==> config.mk <==
export PLATFORM = sky130hd
export DESIGN_NAME = refresh_sched
export DESIGN_NICKNAME = d
export VERILOG_FILES = /design/src/rtl/refresh_pkg.sv /design/src/rtl/refresh_ctl.sv /design/src/rtl/refresh_dp.sv /design/src/rtl/refresh_sched.sv
export SDC_FILE = /design/constraint.sdc
export NUM_CORES = 1
export LEC_CHECK = 0
export BUFFER_PORTS_ARGS = -buffer_cell sky130_fd_sc_hd__buf_2
export CAP_MARGIN = 20
export CORE_MARGIN = 2
export CORE_UTILIZATION = 30
export CTS_CLUSTER_SIZE = 25
export DETAILED_ROUTE_END_ITERATION = 6
export PLACE_DENSITY_LB_ADDON = 0.25
export SYNTH_ARGS = -nofsm -noshare
export SYNTH_HDL_FRONTEND = slang
export SYNTH_SLANG_ARGS = --single-unit
export TNS_END_PERCENT = 10
==> constraint.sdc <==
create_clock -name clk -period 2.6 [get_ports clk]
set_input_delay 0.52 -clock clk [delete_from_list [all_inputs] [get_ports clk]]
set_output_delay 0.52 -clock clk [all_outputs]
set_load 0.01 [all_outputs]
==> src/rtl/refresh_pkg.sv <==
package refresh_pkg;

  typedef enum logic [1:0] {
    ST_ACTIVE = 2'd0,
    ST_PDOWN  = 2'd1,
    ST_SREF   = 2'd2
  } modeT;

  // strobes from control to datapath
  typedef struct packed {
    logic reload;   // restart the interval timer
    logic loadSr;   // reload value uses the self-refresh period
    logic srRun;    // currently in self-refresh
    logic autoRun;  // auto-refresh timer may tick
    logic dropReq;  // entering self-refresh: discard pending request
  } ctlStrobeT;

endpackage

==> src/rtl/refresh_ctl.sv <==
module refresh_ctl
  import refresh_pkg::*;
(
  input  logic      clk,
  input  logic      rstN,
  input  logic      cke,
  input  logic      refCmd,
  input  logic      autoEn,
  output ctlStrobeT strobe,
  output logic      selfRefresh,
  output logic      powerDown
);

  modeT state, nxt;

  always_comb begin
    nxt = state;
    case (state)
      ST_ACTIVE, ST_PDOWN: begin
        if (!cke && refCmd) nxt = ST_SREF;
        else if (!cke)      nxt = ST_PDOWN;
        else                nxt = ST_ACTIVE;
      end
      ST_SREF: if (cke) nxt = ST_ACTIVE;
      default: nxt = ST_ACTIVE;
    endcase
  end

  always_ff @(posedge clk) begin
    if (!rstN) state <= ST_ACTIVE;
    else       state <= nxt;
  end

  always_comb begin
    strobe.srRun   = (state == ST_SREF);
    strobe.loadSr  = (nxt == ST_SREF);
    strobe.reload  = (strobe.srRun != strobe.loadSr) || (!strobe.loadSr && !autoEn);
    strobe.autoRun = !strobe.srRun && autoEn;
    strobe.dropReq = strobe.loadSr && !strobe.srRun;
  end

  assign selfRefresh = (state == ST_SREF);
  assign powerDown   = (state == ST_PDOWN);

  a_r5_pdown_entry: assert property (@(posedge clk) disable iff (!rstN)
    (!selfRefresh && !cke && !refCmd) |=> powerDown);
  a_r5_pdown_exit: assert property (@(posedge clk) disable iff (!rstN)
    (powerDown && cke) |=> !powerDown);
  a_r6_sref_entry: assert property (@(posedge clk) disable iff (!rstN)
    (!cke && refCmd) |=> selfRefresh);
  a_r9_sref_exit: assert property (@(posedge clk) disable iff (!rstN)
    (selfRefresh && cke) |=> !selfRefresh);
  a_r5_modes_exclusive: assert property (@(posedge clk) disable iff (!rstN)
    !(selfRefresh && powerDown));

endmodule

==> src/rtl/refresh_dp.sv <==
module refresh_dp
  import refresh_pkg::*;
#(
  parameter int ROW_W   = 12,
  parameter int BANKS   = 4,
  parameter int BANK_W  = 2,
  parameter int INT_W   = 16,
  parameter int SR_BASE = 64
) (
  input  logic              clk,
  input  logic              rstN,
  input  ctlStrobeT         strobe,
  input  logic [INT_W-1:0]  arInterval,
  input  logic [1:0]        srPeriodSel,
  input  logic [BANKS-1:0]  bankMask,
  input  logic              arAck,
  output logic              arReq,
  output logic              srPulse,
  output logic [ROW_W-1:0]  refRow,
  output logic [BANK_W-1:0] refBank
);

  logic [INT_W-1:0]  tmr, reloadVal;
  logic [BANK_W-1:0] ptr, hitBank;
  logic              found, more, tmrZero, srSlot, autoTick, ackTaken, srRowStep;

  always_comb begin
    if (strobe.loadSr) reloadVal = (INT_W'(SR_BASE) << srPeriodSel) - INT_W'(1);
    else               reloadVal = arInterval - INT_W'(1);
  end

  // first enabled bank at or above the pointer, and whether one lies above it
  always_comb begin
    found   = 1'b0;
    hitBank = '0;
    for (int i = 0; i < BANKS; i++) begin
      if (!found && bankMask[i] && (BANK_W'(i) >= ptr)) begin
        found   = 1'b1;
        hitBank = BANK_W'(i);
      end
    end
    more = 1'b0;
    for (int i = 0; i < BANKS; i++) begin
      if (bankMask[i] && (BANK_W'(i) > hitBank)) more = 1'b1;
    end
  end

  assign tmrZero   = (tmr == '0);
  assign srSlot    = strobe.srRun && tmrZero;
  assign srPulse   = srSlot && found;
  assign autoTick  = strobe.autoRun && !strobe.reload && tmrZero;
  assign ackTaken  = arReq && arAck;
  assign srRowStep = srSlot && (found ? !more : (bankMask != '0));
  assign refBank   = strobe.srRun ? hitBank : '0;

  always_ff @(posedge clk) begin
    if (!rstN) begin
      tmr    <= '1;
      arReq  <= 1'b0;
      ptr    <= '0;
      refRow <= '0;
    end else begin
      if (strobe.reload || tmrZero) tmr <= reloadVal;
      else                          tmr <= tmr - INT_W'(1);

      if (strobe.dropReq) arReq <= 1'b0;
      else                arReq <= autoTick || (arReq && !arAck);

      if (strobe.reload && strobe.loadSr) ptr <= '0;
      else if (srSlot && (bankMask != '0)) begin
        if (found && more) ptr <= hitBank + BANK_W'(1);
        else               ptr <= '0;
      end

      if (ackTaken || srRowStep) refRow <= refRow + ROW_W'(1);
    end
  end

  a_r2_req_held: assert property (@(posedge clk) disable iff (!rstN)
    (arReq && !arAck && !strobe.dropReq) |=> arReq);
  a_r3_ack_step: assert property (@(posedge clk) disable iff (!rstN)
    (arReq && arAck) |=> (refRow == ROW_W'($past(refRow) + ROW_W'(1))));
  a_r4_row_wrap: assert property (@(posedge clk) disable iff (!rstN)
    (arReq && arAck && (refRow == '1)) |=> (refRow == '0));
  a_r4_row_stable: assert property (@(posedge clk) disable iff (!rstN)
    (!strobe.srRun && !(arReq && arAck)) |=> $stable(refRow));
  a_r6_no_req_in_sref: assert property (@(posedge clk) disable iff (!rstN)
    strobe.srRun |-> !arReq);
  a_r8_bank_enabled: assert property (@(posedge clk) disable iff (!rstN)
    srPulse |-> bankMask[refBank]);

endmodule

==> src/rtl/refresh_sched.sv <==
module refresh_sched
  import refresh_pkg::*;
#(
  parameter int ROWS    = 4096,
  parameter int BANKS   = 4,
  parameter int INT_W   = 16,
  parameter int SR_BASE = 64,
  localparam int ROW_W  = $clog2(ROWS),
  localparam int BANK_W = $clog2(BANKS)
) (
  input  logic              clk,
  input  logic              rstN,
  input  logic              cke,
  input  logic              refCmd,
  input  logic              autoEn,
  input  logic [INT_W-1:0]  arInterval,
  input  logic              arAck,
  input  logic [1:0]        srPeriodSel,
  input  logic [BANKS-1:0]  bankMask,
  output logic              arReq,
  output logic              srPulse,
  output logic [ROW_W-1:0]  refRow,
  output logic [BANK_W-1:0] refBank,
  output logic              selfRefresh,
  output logic              powerDown
);

  ctlStrobeT strobe;

  refresh_ctl u_ctl (
    .clk         (clk),
    .rstN        (rstN),
    .cke         (cke),
    .refCmd      (refCmd),
    .autoEn      (autoEn),
    .strobe      (strobe),
    .selfRefresh (selfRefresh),
    .powerDown   (powerDown)
  );

  refresh_dp #(
    .ROW_W   (ROW_W),
    .BANKS   (BANKS),
    .BANK_W  (BANK_W),
    .INT_W   (INT_W),
    .SR_BASE (SR_BASE)
  ) u_dp (
    .clk         (clk),
    .rstN        (rstN),
    .strobe      (strobe),
    .arInterval  (arInterval),
    .srPeriodSel (srPeriodSel),
    .bankMask    (bankMask),
    .arAck       (arAck),
    .arReq       (arReq),
    .srPulse     (srPulse),
    .refRow      (refRow),
    .refBank     (refBank)
  );

endmodule

Yosys cells after proc, flatten, opt, wreduce, memory -nomap -nowiden. Index checks and enable logic that the tools add are counted.

Div/mod/pow operators: 0. Equal/unequal tests: 4. Order comparisons: 8. Multipliers: 0. Muxes and demuxes: 20. Add/sub/neg operators: 5. Bitwise gates (word level): 1. Reduce and logical (&&, ||, !) cells: 45. Shifts and indexed selects: 1.

Operator list (count): two-way mux 16 bit (2); subtractor 16 x 1 -> 16 bit, second input constant (2); logical AND 1 bit (25); zero test 16 bit (1); << shifter 7 x 2 -> 16 bit, first input constant (1); subtractor 16 x 2 -> 16 bit, second input constant (1); adder 12 x 1 -> 12 bit, second input constant (1); two-way mux 2 bit (6); two-way mux 1 bit (11); zero test 1 bit (10); OR reduction 2 bit (3); equality test 2 bit, second input constant (2); greater-or-equal comparator 1 x 2 -> 1 bit, first input constant (2); greater-or-equal comparator 2 bit, first input constant (2); > comparator 1 x 2 -> 1 bit, first input constant (2); > comparator 2 bit, first input constant (2); logical OR 1 bit (4); case mux 2 bit (2 select lines) (1); nonzero test 4 bit (1); adder 2 x 1 -> 2 bit, second input constant (1); equality test 2 x 1 -> 1 bit, second input constant (1); zero test 2 bit (1); inequality test 1 bit (1); NOT 1 bit (1).

Register bits: 33. Memory bits (writable): 0. Input port bits: 28. Bits in latches: 0. Memories: 0. Bits in read-only memories: 0.

Logic depth before layout (Yosys ltp).
Depth in word-level cells: 25. Gate-level depth with buffers: 12. Mapped depth without buffers: 10.

Cells and area by module. From an unflattened synthesis, not the netlist that was laid out.

Cells, all modules: 287. Area total of the unflattened synthesis: 2198.4 µm².

By module, submodules not included: refresh_dp (instances 1, area each 2044.5 µm², cells each 270); refresh_ctl (instances 1, area each 153.9 µm², cells each 17).

Least setup slack after synthesis. No wires, ideal clock.

Path type: input-to-reg. Start point: in bankMask[0]. End point: reg u_dp.refRow[11]. Data required time: 2.530 ns. Path buffers: 0. Path slack: 0.234 ns. Stages: 10. Data arrival time: 2.296 ns. Cell sequence: nor2b_1 > a21oi_1 > o22ai_1 > a21oi_1 > ha_1 > inv_1 > a22o_1 > o2bb2a_4 > or4_1 > a21oi_1.

Cells in the longest elaborated chain, start to end: 24. Elaborated cells on any way between the ends: 34.

Ends and longest elaborated chain: start, declared (RTL line refresh_sched.sv:19) `input logic [BANKS-1:0] bankMask,`; logical AND 1 bit (RTL line refresh_dp.sv:37) `if (!found && bankMask[i] && (BANK_W'(i) >= ptr)) begin`; two-way mux 1 bit (RTL line refresh_dp.sv:37); zero test 1 bit (RTL line refresh_dp.sv:37); logical AND 1 bit (2 in a row) (RTL line refresh_dp.sv:37); two-way mux 1 bit (RTL line refresh_dp.sv:37); zero test 1 bit (RTL line refresh_dp.sv:37); logical AND 1 bit (2 in a row) (RTL line refresh_dp.sv:37); two-way mux 1 bit (RTL line refresh_dp.sv:37); [... 3 more ...]; two-way mux 2 bit (RTL line refresh_dp.sv:37); > comparator 1 x 2 -> 1 bit (RTL line refresh_dp.sv:44) `if (bankMask[i] && (BANK_W'(i) > hitBank)) more = 1'b1;`; logical AND 1 bit (RTL line refresh_dp.sv:44); two-way mux 1 bit (4 in a row) (RTL line refresh_dp.sv:44); zero test 1 bit (RTL line refresh_dp.sv:53) `assign srRowStep = srSlot && (found ? !more : (bankMask != '0));`; two-way mux 1 bit * (RTL line refresh_dp.sv:53); logical AND 1 bit * (RTL line refresh_dp.sv:53); logical OR 1 bit * (RTL line refresh_dp.sv:75) `if (ackTaken || srRowStep) refRow <= refRow + ROW_W'(1);`; end signal, assigned (RTL line refresh_dp.sv:75); end, declared (RTL line refresh_dp.sv:19) `output logic [ROW_W-1:0] refRow,`.

Every way passes the cells marked *; elsewhere a longest branch is shown, timed or not. A chain may end at the register's enable or synchronous reset.

Worst setup path in the final report.
Start point: reg u_dp.ptr[0]. End point: reg u_dp.refRow[11].

Cells in the longest elaborated chain, start to end: 25. Elaborated cells on any way between the ends: 37.

Ends and longest elaborated chain: start, declared (RTL line refresh_dp.sv:24) `logic [BANK_W-1:0] ptr, hitBank;`; start signal, assigned (RTL line refresh_dp.sv:71) `if (found && more) ptr <= hitBank + BANK_W'(1);`; greater-or-equal comparator 1 x 2 -> 1 bit (RTL line refresh_dp.sv:37); logical AND 1 bit (RTL line refresh_dp.sv:37); two-way mux 1 bit (RTL line refresh_dp.sv:37); zero test 1 bit (RTL line refresh_dp.sv:37); logical AND 1 bit (2 in a row) (RTL line refresh_dp.sv:37); two-way mux 1 bit (RTL line refresh_dp.sv:37); zero test 1 bit (RTL line refresh_dp.sv:37); logical AND 1 bit (2 in a row) (RTL line refresh_dp.sv:37); [... 4 more ...]; two-way mux 2 bit (RTL line refresh_dp.sv:37); > comparator 1 x 2 -> 1 bit (RTL line refresh_dp.sv:44); logical AND 1 bit (RTL line refresh_dp.sv:44); two-way mux 1 bit (4 in a row) (RTL line refresh_dp.sv:44); zero test 1 bit (RTL line refresh_dp.sv:53); two-way mux 1 bit * (RTL line refresh_dp.sv:53); logical AND 1 bit * (RTL line refresh_dp.sv:53); logical OR 1 bit * (RTL line refresh_dp.sv:75).

Marks and branches as above.

==> results.sh <==
export IMPL_status="finished, final reports clean"
export IMPL_synth_distinct_cells=39
export IMPL_max_freq_mhz=432
export IMPL_start_util_pct=31.3
export IMPL_post_drt_wl_per_cell_um=11.8
export IMPL_switching_power_mw=0.323
export IMPL_die_w_um=88.6
export IMPL_r2r_start="u_dp.ptr[0]$_SDFFE_PP0P_"
export IMPL_yosysWarnings=0
export IMPL_synth_top_area_share_pct=30.8
export IMPL_p_leak_nw=1.08
export IMPL_grt_max_degree=22
export IMPL_fillers=734
export IMPL_cp_arrival_ps=2530
export IMPL_finalHoldViolCount=0
export IMPL_drt_total_wl_um=4980
export IMPL_crit_required_ps=2810
export IMPL_seq_area_frac_synth_pct=30.8
export IMPL_internal_power_mw=0.830
export IMPL_crit_type="reg2reg"
export IMPL_synth_top_area_cell="dfxtp_1"
export IMPL_port_buffers=45
export IMPL_synthCells=276
export IMPL_grt_pass1_vias=1885
export IMPL_place_congestion=0.750
export IMPL_path_max_fanout=13
export IMPL_synth_top_cells_by_area="dfxtp_1, xor2_1, a21oi_1, nand3_1, ha_1"
export IMPL_postSynthAreaPerCell_sq_um=7.78
export IMPL_power_density_mw_per_mm2=442
export IMPL_initialDrtViolationCount=101
export IMPL_synth_most_common_cell="dfxtp_1"
export IMPL_fin_hold_ws_ps=405
export IMPL_cp_end_kind="flip-flop"
export IMPL_fin_crit_sh_pct=89.0
export IMPL_total_power_mw=1.15
export IMPL_num_vias=2037
export IMPL_hold_path_class="in2reg"
export IMPL_io_pins=46
export IMPL_hold_depth=2
export IMPL_drc=0
export IMPL_ys_flop_type="dfxtp_1"
export IMPL_hold_end="u_ctl.state[0]$_SDFF_PN0_"
export IMPL_fp_row_count=30
export IMPL_hp_start="refCmd"
export IMPL_grt_pass1_wl_um=8490
export IMPL_final_nets=362
export IMPL_cts_setup_buffers=0
export IMPL_drive_above_1_share_pct=21.4
export IMPL_synth_edf_count=0
export IMPL_ant_nets=0
export IMPL_n_antenna_cell=0
export IMPL_ys_ff_latch=33
export IMPL_grt_total_usage_pct=13.6
export IMPL_clock_latency_ps=280
export IMPL_rsz0062_at_grt="false"
export IMPL_p_clk_share_pct=33.6
export IMPL_antenna_found_initial=0
export IMPL_clk_pin_slew_worst_paths_ps=70
export IMPL_tns_ps=0
export IMPL_p_comb_share_pct=16.9
export IMPL_ir_worst_vdd_uv=172
export IMPL_skew_ps=6.40
export IMPL_syn_to_final_growth_pct=21.5
export IMPL_post_cts_resized=0
export IMPL_root_buffer="clkbuf_8"
export IMPL_setup_violations=0
export IMPL_die_h_um=88.6
export IMPL_cts_buffers=5
export IMPL_hold_buffers=0
export IMPL_grt_overflow=0
export IMPL_cp_start_kind="flip-flop"
export IMPL_syn_nets=311
export IMPL_cts_tree="built"
export IMPL_slew_limit_headroom_pct=68.7
export IMPL_final_max_slew_viol_count=0
export IMPL_cap_violations=0
export IMPL_tightest_slew_ps=465
export IMPL_core_area_sq_mm=0.00687
export IMPL_final_util_pct=38.0
export IMPL_clk_path_buf_depth=2
export IMPL_syn_cell_area_sq_mm=0.00215
export IMPL_vias_per_cell=4.82
export IMPL_cts_sinks=33
export IMPL_cts_max_level=2
export IMPL_r2r_end="u_dp.refRow[11]$_SDFFE_PN0P_"
export IMPL_drt_first_pass_iters=4
export IMPL_swShare_pct=28.0
export IMPL_fin_crit_ps=2310
export IMPL_synth_common_cells="dfxtp_1, nand2_1, nor2_1, xor2_1, a21oi_1"
export IMPL_seqPwrFrac_pct=49.5
export IMPL_async_flop_share_pct=0
export IMPL_r2r_slack_ps=290
export IMPL_hpwl_um=3830
export IMPL_r2r_cells=10
export IMPL_dieArea_sq_mm=0.00785
==> layer usage <==
layer,up-vias,GRT usage (%),wire [um]
met3,7,2.80,256
met2,49,20.9,2120
met1,885,18.8,2540
li1,1096,-,-
met5,-,0,0
met4,0,4.96,69
==> per-stage QoR <==
stage | cells | area [sq um] | worst slack [ps]
floorplan | 276 | 2150 | 234
global placement | 416 | 2520 | 21.2
detailed placement | 416 | 2520 | -14.5
CTS | 423 | 2610 | 272
global route | 423 | 2610 | 113
finish | 423 | 2610 | 286
==> sequential cells by signal (all words and copies together) (netlist names) <==
| signal | count |
|---|---|
| u_dp.arReq | 1 |
| u_dp.refRow | 12 |
| u_dp.tmr | 16 |
| u_dp.ptr | 2 |
| u_ctl.state | 2 |
==> cells by family after synthesis <==
| family | count (synthesis) | share of synthesized area [%] |
|---|---|---|
| AO/OA/AOI/OAI | 61 | 17.5 |
| XOR/XNOR | 27 | 11.0 |
| adder cells (fa/ha/maj) | 8 | 4.54 |
| buffers and inverters | 25 | 4.72 |
| flip-flops | 33 | 30.8 |
| AND/OR/NAND/NOR | 122 | 31.5 |
==> power groups by stage <==
| stage | logic, mW | clock network, mW | registers [mW] |
|---|---|---|---|
| floorplan | 0.124 | 0 | 0.576 |
| global placement | 0.193 | 0 | 0.581 |
| detailed placement | 0.195 | 0 | 0.582 |
| CTS | 0.196 | 0.403 | 0.571 |
| global route | 0.224 | 0.423 | 0.574 |
| finish | 0.195 | 0.388 | 0.571 |
==> cells in the final DEF, fill, tap and decap left out, drive strengths merged, types with 5 or more instances in the layout <==
cell type / netlist / routed
buf: 1 / 56
nor3: 13 / 13
or3: 10 / 10
ha: 7 / 7
xor2: 21 / 21
and3: 6 / 6
or4: 5 / 5
o211ai: 10 / 10
clkbuf: 11 / 7
xnor2: 6 / 6
nand2: 23 / 23
dfxtp: 33 / 33
nor2: 21 / 21
o21ai: 20 / 20
inv: 13 / 13
nand3: 18 / 18
a21oi: 20 / 20
nor4: 10 / 10
==> worst max-delay path, stage by stage, from the launching register on <==
cell and delay, ps:
dfxtp_1 400, nor2b_1 80, a21oi_1 110, o22ai_1 90
a21oi_1 170, ha_1 170, inv_1 40, a22o_1 260
o2bb2a_4 270, or4_1 510, a21oi_1 140
==> how the worst max path moves through the flow <==
| stage | from | end | slack (ps) | cells after the start |
|---|---|---|---|---|
| after floorplan | bankMask[0] | u_dp.refRow[11]$_SDFFE_PN0P_ | 230 | 10 |
| final | u_dp.ptr[0]$_SDFFE_PP0P_ | u_dp.refRow[11]$_SDFFE_PN0P_ | 290 | 10 |
| after detailed placement | bankMask[0] | u_dp.refRow[11]$_SDFFE_PN0P_ | -10 | 11 |
| after global placement | bankMask[0] | u_dp.refRow[11]$_SDFFE_PN0P_ | 20 | 11 |
| after global routing | u_dp.ptr[0]$_SDFFE_PP0P_ | u_dp.refRow[8]$_SDFFE_PN0P_ | 110 | 12 |
| after CTS | u_dp.ptr[0]$_SDFFE_PP0P_ | u_dp.refRow[11]$_SDFFE_PN0P_ | 270 | 10 |
==> area by class of cell <==
cell class | instances | area (sq um) | area share (%)
well taps | 96 | 120 | 4.60
clock buffers | 7 | 86.3 | 3.31
multi-input cells | 218 | 1390 | 53.1
inverters | 13 | 48.8 | 1.87
repair buffers | 56 | 308 | 11.8
flip-flops and latches | 33 | 661 | 25.3
No activity file was read; power rests on OpenSTA's default activity.
